**config.mk**
```make
export PLATFORM = sky130hd
export DESIGN_NAME = page_load_unit
export DESIGN_NICKNAME = d
export VERILOG_FILES = /design/src/rtl/pgl_pkg.sv /design/src/rtl/pgl_sequencer.sv /design/src/rtl/pgl_store.sv /design/src/rtl/page_load_unit.sv
export SDC_FILE = /design/constraint.sdc
export NUM_CORES = 2
export LEC_CHECK = 0
export ABC_CLOCK_PERIOD_IN_PS = 3070
export BUFFER_PORTS_ARGS = -buffer_cell sky130_fd_sc_hd__buf_4
export CORE_MARGIN = 2
export CORE_UTILIZATION = 23
export DETAILED_ROUTE_END_ITERATION = 7
export PLACE_DENSITY_LB_ADDON = 0.1
export SLEW_MARGIN = 25
export SYNTH_ARGS = -nofsm -noshare
export SYNTH_HDL_FRONTEND = slang
export SYNTH_SLANG_ARGS = --single-unit
```
**constraint.sdc**
```tcl
create_clock -name clk -period 3.07 [get_ports clk]
set_input_delay 0.4605 -clock clk [delete_from_list [all_inputs] [get_ports clk]]
set_output_delay 0.4605 -clock clk [all_outputs]
set_load 0.01 [all_outputs]
```
**src/rtl/pgl_pkg.sv**
```systemverilog
// Package: shared constants and types for the page buffer loader.
// Assumes byte lanes of eight bits and a data bus of two lanes.
package pgl_pkg;
    localparam int LANE_W  = 8;
    localparam int LANES   = 2;
    localparam int DATA_W  = LANE_W * LANES;

    typedef enum logic {
        ST_IDLE = 1'b0,
        ST_LOAD = 1'b1
    } ld_state_e;
endpackage

```
**src/rtl/pgl_sequencer.sv**
```systemverilog
// Sequencer: tracks the expected page offset and checks each load write
// against it and against the page captured on the first write. It produces
// the store write strobe, the engine start pulse and the error flag.
// Assumes that cmd_start wins over a write in the same cycle.
module pgl_sequencer
    import pgl_pkg::*;
#(
    parameter int ADDR_W       = 20,
    parameter int WORD_ENTRIES = 128
) (
    input  logic                       clk,
    input  logic                       rst_n,
    input  logic                       cmd_start,
    input  logic                       byte_mode,
    input  logic                       wr_en,
    input  logic [ADDR_W-1:0]          wr_addr,
    output logic                       st_we,
    output logic [$clog2(WORD_ENTRIES):0] st_off,
    output logic                       mode_q,
    output logic                       full_q,
    output logic                       prog_start,
    output logic [ADDR_W-2-$clog2(WORD_ENTRIES):0] prog_page,
    output logic                       busy,
    output logic                       seq_err
);
    localparam int IDX_W  = $clog2(WORD_ENTRIES);
    localparam int OFF_W  = IDX_W + 1;
    localparam int PAGE_W = ADDR_W - 1 - IDX_W;
    localparam logic [OFF_W-1:0] WORD_LAST = OFF_W'(WORD_ENTRIES - 1);
    localparam logic [OFF_W-1:0] BYTE_LAST = OFF_W'(2 * WORD_ENTRIES - 1);

    ld_state_e          state;
    logic [OFF_W-1:0]   cnt;
    logic [PAGE_W-1:0]  page_q;
    logic [OFF_W-1:0]   off_in;
    logic [PAGE_W-1:0]  page_in;
    logic [OFF_W-1:0]   last;
    logic               in_order;

    // Decode the offset and page fields of the incoming address for the mode.
    always_comb begin
        if (mode_q) begin
            off_in  = wr_addr[OFF_W-1:0];
            page_in = wr_addr[ADDR_W-1:OFF_W];
        end else begin
            off_in  = {1'b0, wr_addr[IDX_W-1:0]};
            page_in = wr_addr[ADDR_W-2:IDX_W];
        end
        last     = mode_q ? BYTE_LAST : WORD_LAST;
        in_order = (off_in == cnt) && ((cnt == '0) || (page_in == page_q));
    end

    // Strobe a write into the store only for an in-order load write.
    always_comb begin
        st_we  = (state == ST_LOAD) && wr_en && !cmd_start && in_order;
        st_off = cnt;
    end

    // Main load state, offset counter, page capture and result flags.
    always_ff @(posedge clk) begin
        if (!rst_n) begin
            state      <= ST_IDLE;
            cnt        <= '0;
            page_q     <= '0;
            mode_q     <= 1'b0;
            full_q     <= 1'b0;
            seq_err    <= 1'b0;
            prog_start <= 1'b0;
        end else begin
            prog_start <= 1'b0;
            if (cmd_start) begin
                state   <= ST_LOAD;
                cnt     <= '0;
                mode_q  <= byte_mode;
                seq_err <= 1'b0;
                full_q  <= 1'b0;
            end else if (state == ST_LOAD && wr_en) begin
                if (in_order) begin
                    if (cnt == '0) begin
                        page_q <= page_in;
                    end
                    if (cnt == last) begin
                        state      <= ST_IDLE;
                        cnt        <= '0;
                        full_q     <= 1'b1;
                        prog_start <= 1'b1;
                    end else begin
                        cnt <= cnt + 1'b1;
                    end
                end else begin
                    state   <= ST_IDLE;
                    cnt     <= '0;
                    seq_err <= 1'b1;
                end
            end
        end
    end

    assign prog_page = page_q;
    assign busy      = (state == ST_LOAD);

    AST_START_ONE_CYCLE: assert property (@(posedge clk) disable iff (!rst_n)
        prog_start |=> !prog_start);
    AST_START_ENDS_LOAD: assert property (@(posedge clk) disable iff (!rst_n)
        prog_start |-> (!busy && full_q));
    AST_WORD_CNT_BOUND: assert property (@(posedge clk) disable iff (!rst_n)
        (busy && !mode_q) |-> (cnt <= WORD_LAST));
    AST_ERR_NO_START: assert property (@(posedge clk) disable iff (!rst_n)
        seq_err |-> (!prog_start && !full_q));
    AST_CMD_OPENS_LOAD: assert property (@(posedge clk) disable iff (!rst_n)
        cmd_start |=> (busy && !seq_err && !full_q));
    AST_IDLE_WRITE_INERT: assert property (@(posedge clk) disable iff (!rst_n)
        (!busy && !cmd_start) |=> (!prog_start && $stable(seq_err) && $stable(full_q)));
endmodule

```
**src/rtl/pgl_store.sv**
```systemverilog
// Store: page buffer built from one memory per byte lane. A word write
// fills both lanes; a byte write fills the lane picked by the offset LSB
// (even byte in the low lane). The read port returns zero unless a
// complete page is held. Assumes the offset is below the page length.
module pgl_store
    import pgl_pkg::*;
#(
    parameter int WORD_ENTRIES = 128
) (
    input  logic                          clk,
    input  logic                          we,
    input  logic                          mode,
    input  logic                          full,
    input  logic [$clog2(WORD_ENTRIES):0] w_off,
    input  logic [DATA_W-1:0]             wdata,
    input  logic [$clog2(WORD_ENTRIES):0] r_off,
    output logic [DATA_W-1:0]             rdata
);
    localparam int IDX_W = $clog2(WORD_ENTRIES);

    logic [IDX_W-1:0]  w_idx;
    logic [IDX_W-1:0]  r_idx;
    logic [LANE_W-1:0] lane_rd [LANES];

    // Map a page offset to a lane-memory row for the active mode.
    always_comb begin
        w_idx = mode ? w_off[IDX_W:1] : w_off[IDX_W-1:0];
        r_idx = mode ? r_off[IDX_W:1] : r_off[IDX_W-1:0];
    end

    for (genvar g = 0; g < LANES; g++) begin : g_lane
        logic [LANE_W-1:0] mem [WORD_ENTRIES];
        logic              lane_we;
        logic [LANE_W-1:0] lane_wd;

        // Select this lane's enable and data for word or byte writes.
        always_comb begin
            lane_we = we && (!mode || (w_off[0] == 1'(g)));
            lane_wd = mode ? wdata[LANE_W-1:0] : wdata[g*LANE_W +: LANE_W];
        end

        // Lane memory write.
        always_ff @(posedge clk) begin
            if (lane_we) begin
                mem[w_idx] <= lane_wd;
            end
        end

        assign lane_rd[g] = mem[r_idx];
    end

    // Assemble read data, gated by the page-complete flag.
    always_comb begin
        if (!full) begin
            rdata = '0;
        end else if (mode) begin
            rdata = {{(DATA_W-LANE_W){1'b0}}, lane_rd[r_off[0]]};
        end else begin
            rdata = {lane_rd[1], lane_rd[0]};
        end
    end
endmodule

```
**src/rtl/page_load_unit.sv**
```systemverilog
// Top: sequential page buffer loader. Joins the sequencer, which checks
// order and drives the engine start, to the lane store. Assumes one load
// write per cycle at most and byte_mode steady while cmd_start is high.
module page_load_unit
    import pgl_pkg::*;
#(
    parameter int ADDR_W       = 20,
    parameter int WORD_ENTRIES = 128,
    localparam int IDX_W       = $clog2(WORD_ENTRIES),
    localparam int OFF_W       = IDX_W + 1,
    localparam int PAGE_W      = ADDR_W - 1 - IDX_W
) (
    input  logic              clk,
    input  logic              rst_n,
    input  logic              cmd_start,
    input  logic              byte_mode,
    input  logic              wr_en,
    input  logic [ADDR_W-1:0] wr_addr,
    input  logic [DATA_W-1:0] wr_data,
    input  logic [OFF_W-1:0]  rd_offset,
    output logic [DATA_W-1:0] rd_data,
    output logic              prog_start,
    output logic [PAGE_W-1:0] prog_page,
    output logic              busy,
    output logic              seq_err
);
    logic             st_we;
    logic [OFF_W-1:0] st_off;
    logic             mode_q;
    logic             full_q;

    pgl_sequencer #(
        .ADDR_W       (ADDR_W),
        .WORD_ENTRIES (WORD_ENTRIES)
    ) u_seq (
        .clk        (clk),
        .rst_n      (rst_n),
        .cmd_start  (cmd_start),
        .byte_mode  (byte_mode),
        .wr_en      (wr_en),
        .wr_addr    (wr_addr),
        .st_we      (st_we),
        .st_off     (st_off),
        .mode_q     (mode_q),
        .full_q     (full_q),
        .prog_start (prog_start),
        .prog_page  (prog_page),
        .busy       (busy),
        .seq_err    (seq_err)
    );

    pgl_store #(
        .WORD_ENTRIES (WORD_ENTRIES)
    ) u_store (
        .clk   (clk),
        .we    (st_we),
        .mode  (mode_q),
        .full  (full_q),
        .w_off (st_off),
        .wdata (wr_data),
        .r_off (rd_offset),
        .rdata (rd_data)
    );

    AST_BUSY_XOR_START: assert property (@(posedge clk) disable iff (!rst_n)
        !(busy && prog_start));
    AST_ERR_AFTER_BAD_WRITE: assert property (@(posedge clk) disable iff (!rst_n)
        $rose(seq_err) |-> ($past(busy) && $past(wr_en) && !busy));
endmodule

```
### Word-level counts from Yosys, hierarchy flattened

Memories as Yosys holds them, arrays and structs flattened.
Cells that the tools add are included.

* multiplexer cells: 22
* reduce and logical (&&, ||, !) cells: 19
* shifts and indexed selects: 0
* bitwise gates (word level): 6
* multipliers: 0
* magnitude comparators: 1
* equal/unequal tests: 4
* div/mod/pow operators: 0
* $add $sub $neg: 1

Operator list (number)
* $mux 8: 8
* $mux 16: 2
* $eq 8x8->1: 2
* $mux 7: 2
* $eq 12x12->1: 1
* $mux 12: 1
* $mux 1: 9
* $add 8x1->8 const B: 1
* $logic_not 8->1: 1
* $logic_and 1x1->1: 6
* $not 1->1: 5
* $reduce_and 2->1: 2
* $reduce_and 4->1: 1
* $reduce_or 4->1: 1
* $logic_or 1x1->1: 3
* $ne 3x3->1 const B: 1
* $reduce_and 3->1: 1
* $ge 2x2->1 const B: 1
* $logic_not 1->1: 2
* $not 1->2: 1
* $reduce_bool 2->1: 1
* $reduce_or 2->1: 1

* output and inout bits: 31
* logic and storage cells: 62
* memories: 2
* flip-flop bits (word level): 25
* bits of input ports: 49
* latch bits: 0
* ROM bits: 0
* memory bits (writable): 2048

Memories
* u_store.g_lane[0].mem: depth 128, width 8, read ports 1, clocked after memory_dff 0, write ports 1, line pgl_store.sv:32 `logic [LANE_W-1:0] mem [WORD_ENTRIES];`
* u_store.g_lane[1].mem: depth 128, width 8, read ports 1, clocked after memory_dff 0, write ports 1, line pgl_store.sv:32

### Longest topological paths before layout

* depth in word-level cells: 8
* depth in mapped cells: 14
* mapped depth without buffers: 8

### Cells and area by module

A second synthesis with hierarchy kept.

* cells, all modules: 4940
* area, all modules: 82651.8 um^2

By module, submodules not included
* pgl_store: cells each 4776, instances 1, area an instance 81159.1 um^2, sequential area each 61499.0 um^2
* pgl_sequencer: cells each 164, instances 1, area an instance 1492.7 um^2, sequential area each 500.5 um^2

### Worst setup path before layout

OpenSTA, ideal clock, no wires.

* kind: reg-to-reg
* from: register u_seq.mode_q
* to: memory u_store.g_lane[1].mem[0][0], data pin
* stages on the path, launching flop included: 8
* buffers on the path: 6
* data required time: 2.692 ns
* arrival: 2.937 ns
* setup slack: -0.245 ns
* period minus slack after synthesis: 3.315 ns
* setup time: 0.378 ns
* path through: dfxtp_1 buf_6 buf_2 clkbuf_1 clkbuf_1 buf_1 buf_1 mux2_2

* cells in the longest elaborated chain, start to end: 1

Ends and longest elaborated chain
* start, declared: line pgl_sequencer.sv:19 `output logic mode_q,`
* start signal, assigned: line pgl_sequencer.sv:74 `mode_q <= byte_mode;`
* $mux 8: line pgl_store.sv:39 `lane_wd = mode ? wdata[LANE_W-1:0] : wdata[g*LANE_W +: LANE_W];`
* via u_store.g_lane[1].lane_wd[0]: line pgl_store.sv:34 `logic [LANE_W-1:0] lane_wd;`
* end, declared: line pgl_store.sv:32

The timed path passes the listed nets, and every way through them passes these cells.

### Worst setup path in the final report

* from: register u_seq.mode_q
* to: output rd_data[0]

* cells in the longest elaborated chain, start to end: 7
* elaborated cells on any way between the ends: 8
* those cells by class: mux: 6; memory: 2

Ends and longest elaborated chain
* $mux 7: line pgl_store.sv:28 `r_idx = mode ? r_off[IDX_W:1] : r_off[IDX_W-1:0];`
* $mem_v2 128x8
* $mux 8 (implied by the code) (3 in series): line pgl_store.sv:57 `rdata = {{(DATA_W-LANE_W){1'b0}}, lane_rd[r_off[0]]};`
* $mux 16 (*): line pgl_store.sv:56 `end else if (mode) begin`
* $mux 16 (*): line pgl_store.sv:54 `if (!full) begin`
* end, declared: line page_load_unit.sv:21 `output logic [DATA_W-1:0] rd_data,`

Every way passes the cells marked *; elsewhere a longest branch is shown, timed or not. The select of a mux whose other input is x is not followed.

==> run_results.csv <==
group,metric,value,unit
cts,cts_tree,"built",
routing,ant_nets,0,
placement,io_buffer_count,79,
min_path,hp-start,"wr_addr[7]",
sta,fin_crit_sh,155,%
power,leakage,39.0,nW
global_routing,overflow,0,
sta,fmax,0.210,GHz
final_layout,syn_to_final_growth,32.8,%
floorplanning,die_h,618,µm
synthesis,async_flop_share,0,%
power,p_sw,16.2,mW
global_routing,grt_util_all_layers,17.1,%
final_layout,stdcell_area,115000,µm²
global_routing,grt_pass1_wl,467,mm
routing,routedWlPerCell,27.1,µm
synthesis,synthFlopType,"edfxtp_1",
routing,wl,339,mm
synthesis,synth-edff-count,2048,
min_path,hp-class,"in -> reg",
final_layout,fin_util,30.7,%
worst_setup_path,r2r-end,"u_store.g_lane[1].mem[63][6]",
worst_setup_path,reg2reg_from,"u_seq.mode_q",
cts,clkSlewWorstSetupHoldPaths,60,ps
floorplanning,die_area,382000,µm²
routing,vias,57300,
status,violations,"negative setup slack",
worst_setup_path,crit_required,2610,ps
power,power_frac_comb,10.5,%
floorplanning,start_util,23.1,%
synthesis,seq_area_frac_synth,71.4,%
synthesis,synth_seq_cells,2073,
placement,hpwlAfterDp,221,mm
synthesis,yosysWarningCount,0,
synthesis,netlist_instances,6119,
sta,final-hold-violation-count,0,
final_layout,final_nets,7364,
routing,firstDrtPassIters,7,
power,sw_frac_of_total,24.4,%
synthesis,synth_fp_nets,6170,
cts,clk_latency,930,ps
power,vdd_drop_max,0.434,mV
sta,drv_slew,0,
global_routing,grt_max_degree,109,
flow_run,cap_violations,0,
status,outcome,"finished, violations left",
final_layout,drive_gt1_share,33.8,%
synthesis,synth_top_area_share,70.9,%
worst_setup_path,cp-start-kind,"flop",
placement,placed_cell_area,103000,µm²
min_path,min_to,"u_seq.prog_page[0]",
worst_setup_path,cp.arrival,4310,ps
floorplanning,dieWidth,618,µm
sta,tightest_slew,992,ps
cts,cts_made_buffers,239,
worst_setup_path,r2r_slack,-690,ps
sta,skew,55.7,ps
synthesis,syn_avg_cell_area,14.2,µm²
worst_setup_path,end_kind,"output pin",
sta,slew_headroom,33.9,%
power,p_int,50.4,mW
power,seqPwrFrac,46.8,%
routing,routed_via_density,4.58,
floorplanning,ioPinCount,80,
sta,hold_slack,88.4,ps
synthesis,synth_area,86800,µm²
min_path,min_path_cells,5,
worst_setup_path,cp_max_fo,8,
sta,setup_slack,-1700,ps
placement,gp_congestion,0.804,
cts,cts_buffer_depth,4,
placement,dp.cells,11900,
synthesis,synth_common_cells,"edfxtp_1 (2,048), nand2_1 (1,197), mux2_2 (469)",
power,power_density,578,nW/µm²
floorplanning,rows,225,
global_routing,grt_antenna_before_repair,16,
synthesis,yosys.cell_count.top_type,"edfxtp_1",
power,clockPowerShare,42.6,%
synthesis,synth_cell_types,69,
routing,dr.first_iter.drc_count,4155,
sta,period_needed,4770,ps
routing,drcViolationCount,0,
synthesis,yosysTopAreaCell,"edfxtp_1",
sta,rsz0062_at_grt,"yes",
worst_setup_path,critPathKind,"reg -> out",
cts,cts-root-buf,"clkbuf_16",
global_routing,grt_pass1_vias,58400,
floorplanning,core-area,376000,µm²
worst_setup_path,worstRegToRegCells,17,
cts,htreeDepth,4,
sta,setup_violations,2064,
sta,finalSetupTns,-1060170,ps
final_layout,layoutNonFillerInstCount,12500,
synthesis,synth_area_leaders,"edfxtp_1 (71%), mux2_2 (6.1%), nand2_1 (5.2%), o22ai_1 (2.4%), a31oi_1 (2.3%)",
cts,clock-sinks,2073,
registers in the layout, indices dropped and copies added (netlist names):
signal,flops
u_store.g_lane.mem,2048
u_seq.prog_page,12
u_seq.st_off,8
u_seq.busy,1
u_seq.full_q,1
u_seq.mode_q,1
u_seq.prog_start,1
u_seq.seq_err,1
cells in the final DEF (no fill, tap or decap), types with 72 or more instances in the layout:
| master | count |
|---|---|
| mux2_2 | 457 |
| nor2_1 | 213 |
| nand2_1 | 1177 |
| nand3_1 | 238 |
| clkbuf_16 | 254 |
| mux2i_1 | 113 |
| buf_12 | 181 |
| o22ai_1 | 319 |
| buf_6 | 122 |
| mux4_2 | 88 |
| a31oi_1 | 304 |
| edfxtp_1 | 2048 |
| nor2_4 | 89 |
| buf_4 | 970 |
| nand4_1 | 72 |
critical path, cell delays in order, from the launching register on:
cell     delay, ps
dfxtp_4        460
mux2_8         480
buf_16         200
buf_12         140
buf_4          130
buf_6          110
mux2i_1        110
a32oi_1        210
a31oi_2        180
a41oi_2        250
a21oi_2        100
or4_1          500
buf_6          180
o31ai_4         90
buf_6          150
through the flow:
step / total power [mW] / setup slack, ps
floorplan: 34.4 / -245
global placement: 38.2 / -2200
detailed placement: 38.2 / -1820
CTS: 67.4 / -1820
global route: 68.8 / -1820
finish: 66.6 / -1700
cell type report:
class / count / area [µm²]
Fill cell: 37500 / 260000
Antenna cell: 4 / 10.0
Clock inverter: 152 / 1340
Tap cell: 4994 / 6250
Multi-Input combinational cell: 3617 / 25400
Timing Repair Buffer: 1374 / 14000
Inverter: 8 / 30.0
Clock buffer: 288 / 6250
Sequential cell: 2073 / 62000
power by group through the flow:
stage	clock network [mW]	logic, mW	registers [mW]
floorplan	0	2.54	31.8
global placement	0	6.40	31.8
detailed placement	0	6.39	31.8
CTS	29.2	6.93	31.2
global route	30.2	7.43	31.2
finish	28.4	7.03	31.2
routing by layer:
metal  share of wire, %  global-route usage, %  wire, µm
met3                3.5                   1.60     11800
met2                 49                   29.4    166000
met4                2.1                   3.43      7020
met5                  0                      0         0
met1                 46                   23.5    155000
kinds of logic after synthesis:
logic type | count (synthesis) | synth area share, %
flops | 2073 | 71.4
simple gates | 1978 | 9.54
compound gates | 920 | 6.76
mux | 689 | 9.89
buf+inv | 430 | 2.06
xor+xnor | 27 | 0.273
fa+ha+maj | 2 | 0.0288
worst max path at each step:
stage	start	end	slack, ps	cells past startpoint
2_1_floorplan	u_seq.mode_q	u_store.g_lane[1].mem[0][0]	-240	7
3_3_place_gp	rd_offset[1]	rd_data[1]	-2200	16
3_5_place_dp	rd_offset[1]	rd_data[1]	-1820	16
4_1_cts	u_seq.mode_q	rd_data[2]	-1820	13
5_1_grt	u_seq.mode_q	rd_data[3]	-1820	13
6_report	u_seq.mode_q	rd_data[0]	-1700	14
what timing repair did:
item	4_1_cts	5_1_grt
gates resized for setup	325	382
gates cloned	9	11
pin swaps	64	105
endpoints found under the setup margin	2066	2065
buffers inserted	66	39
hold buffers	27	0
hold endpoints to repair	119	0
(Power assumes the default switching activity.)
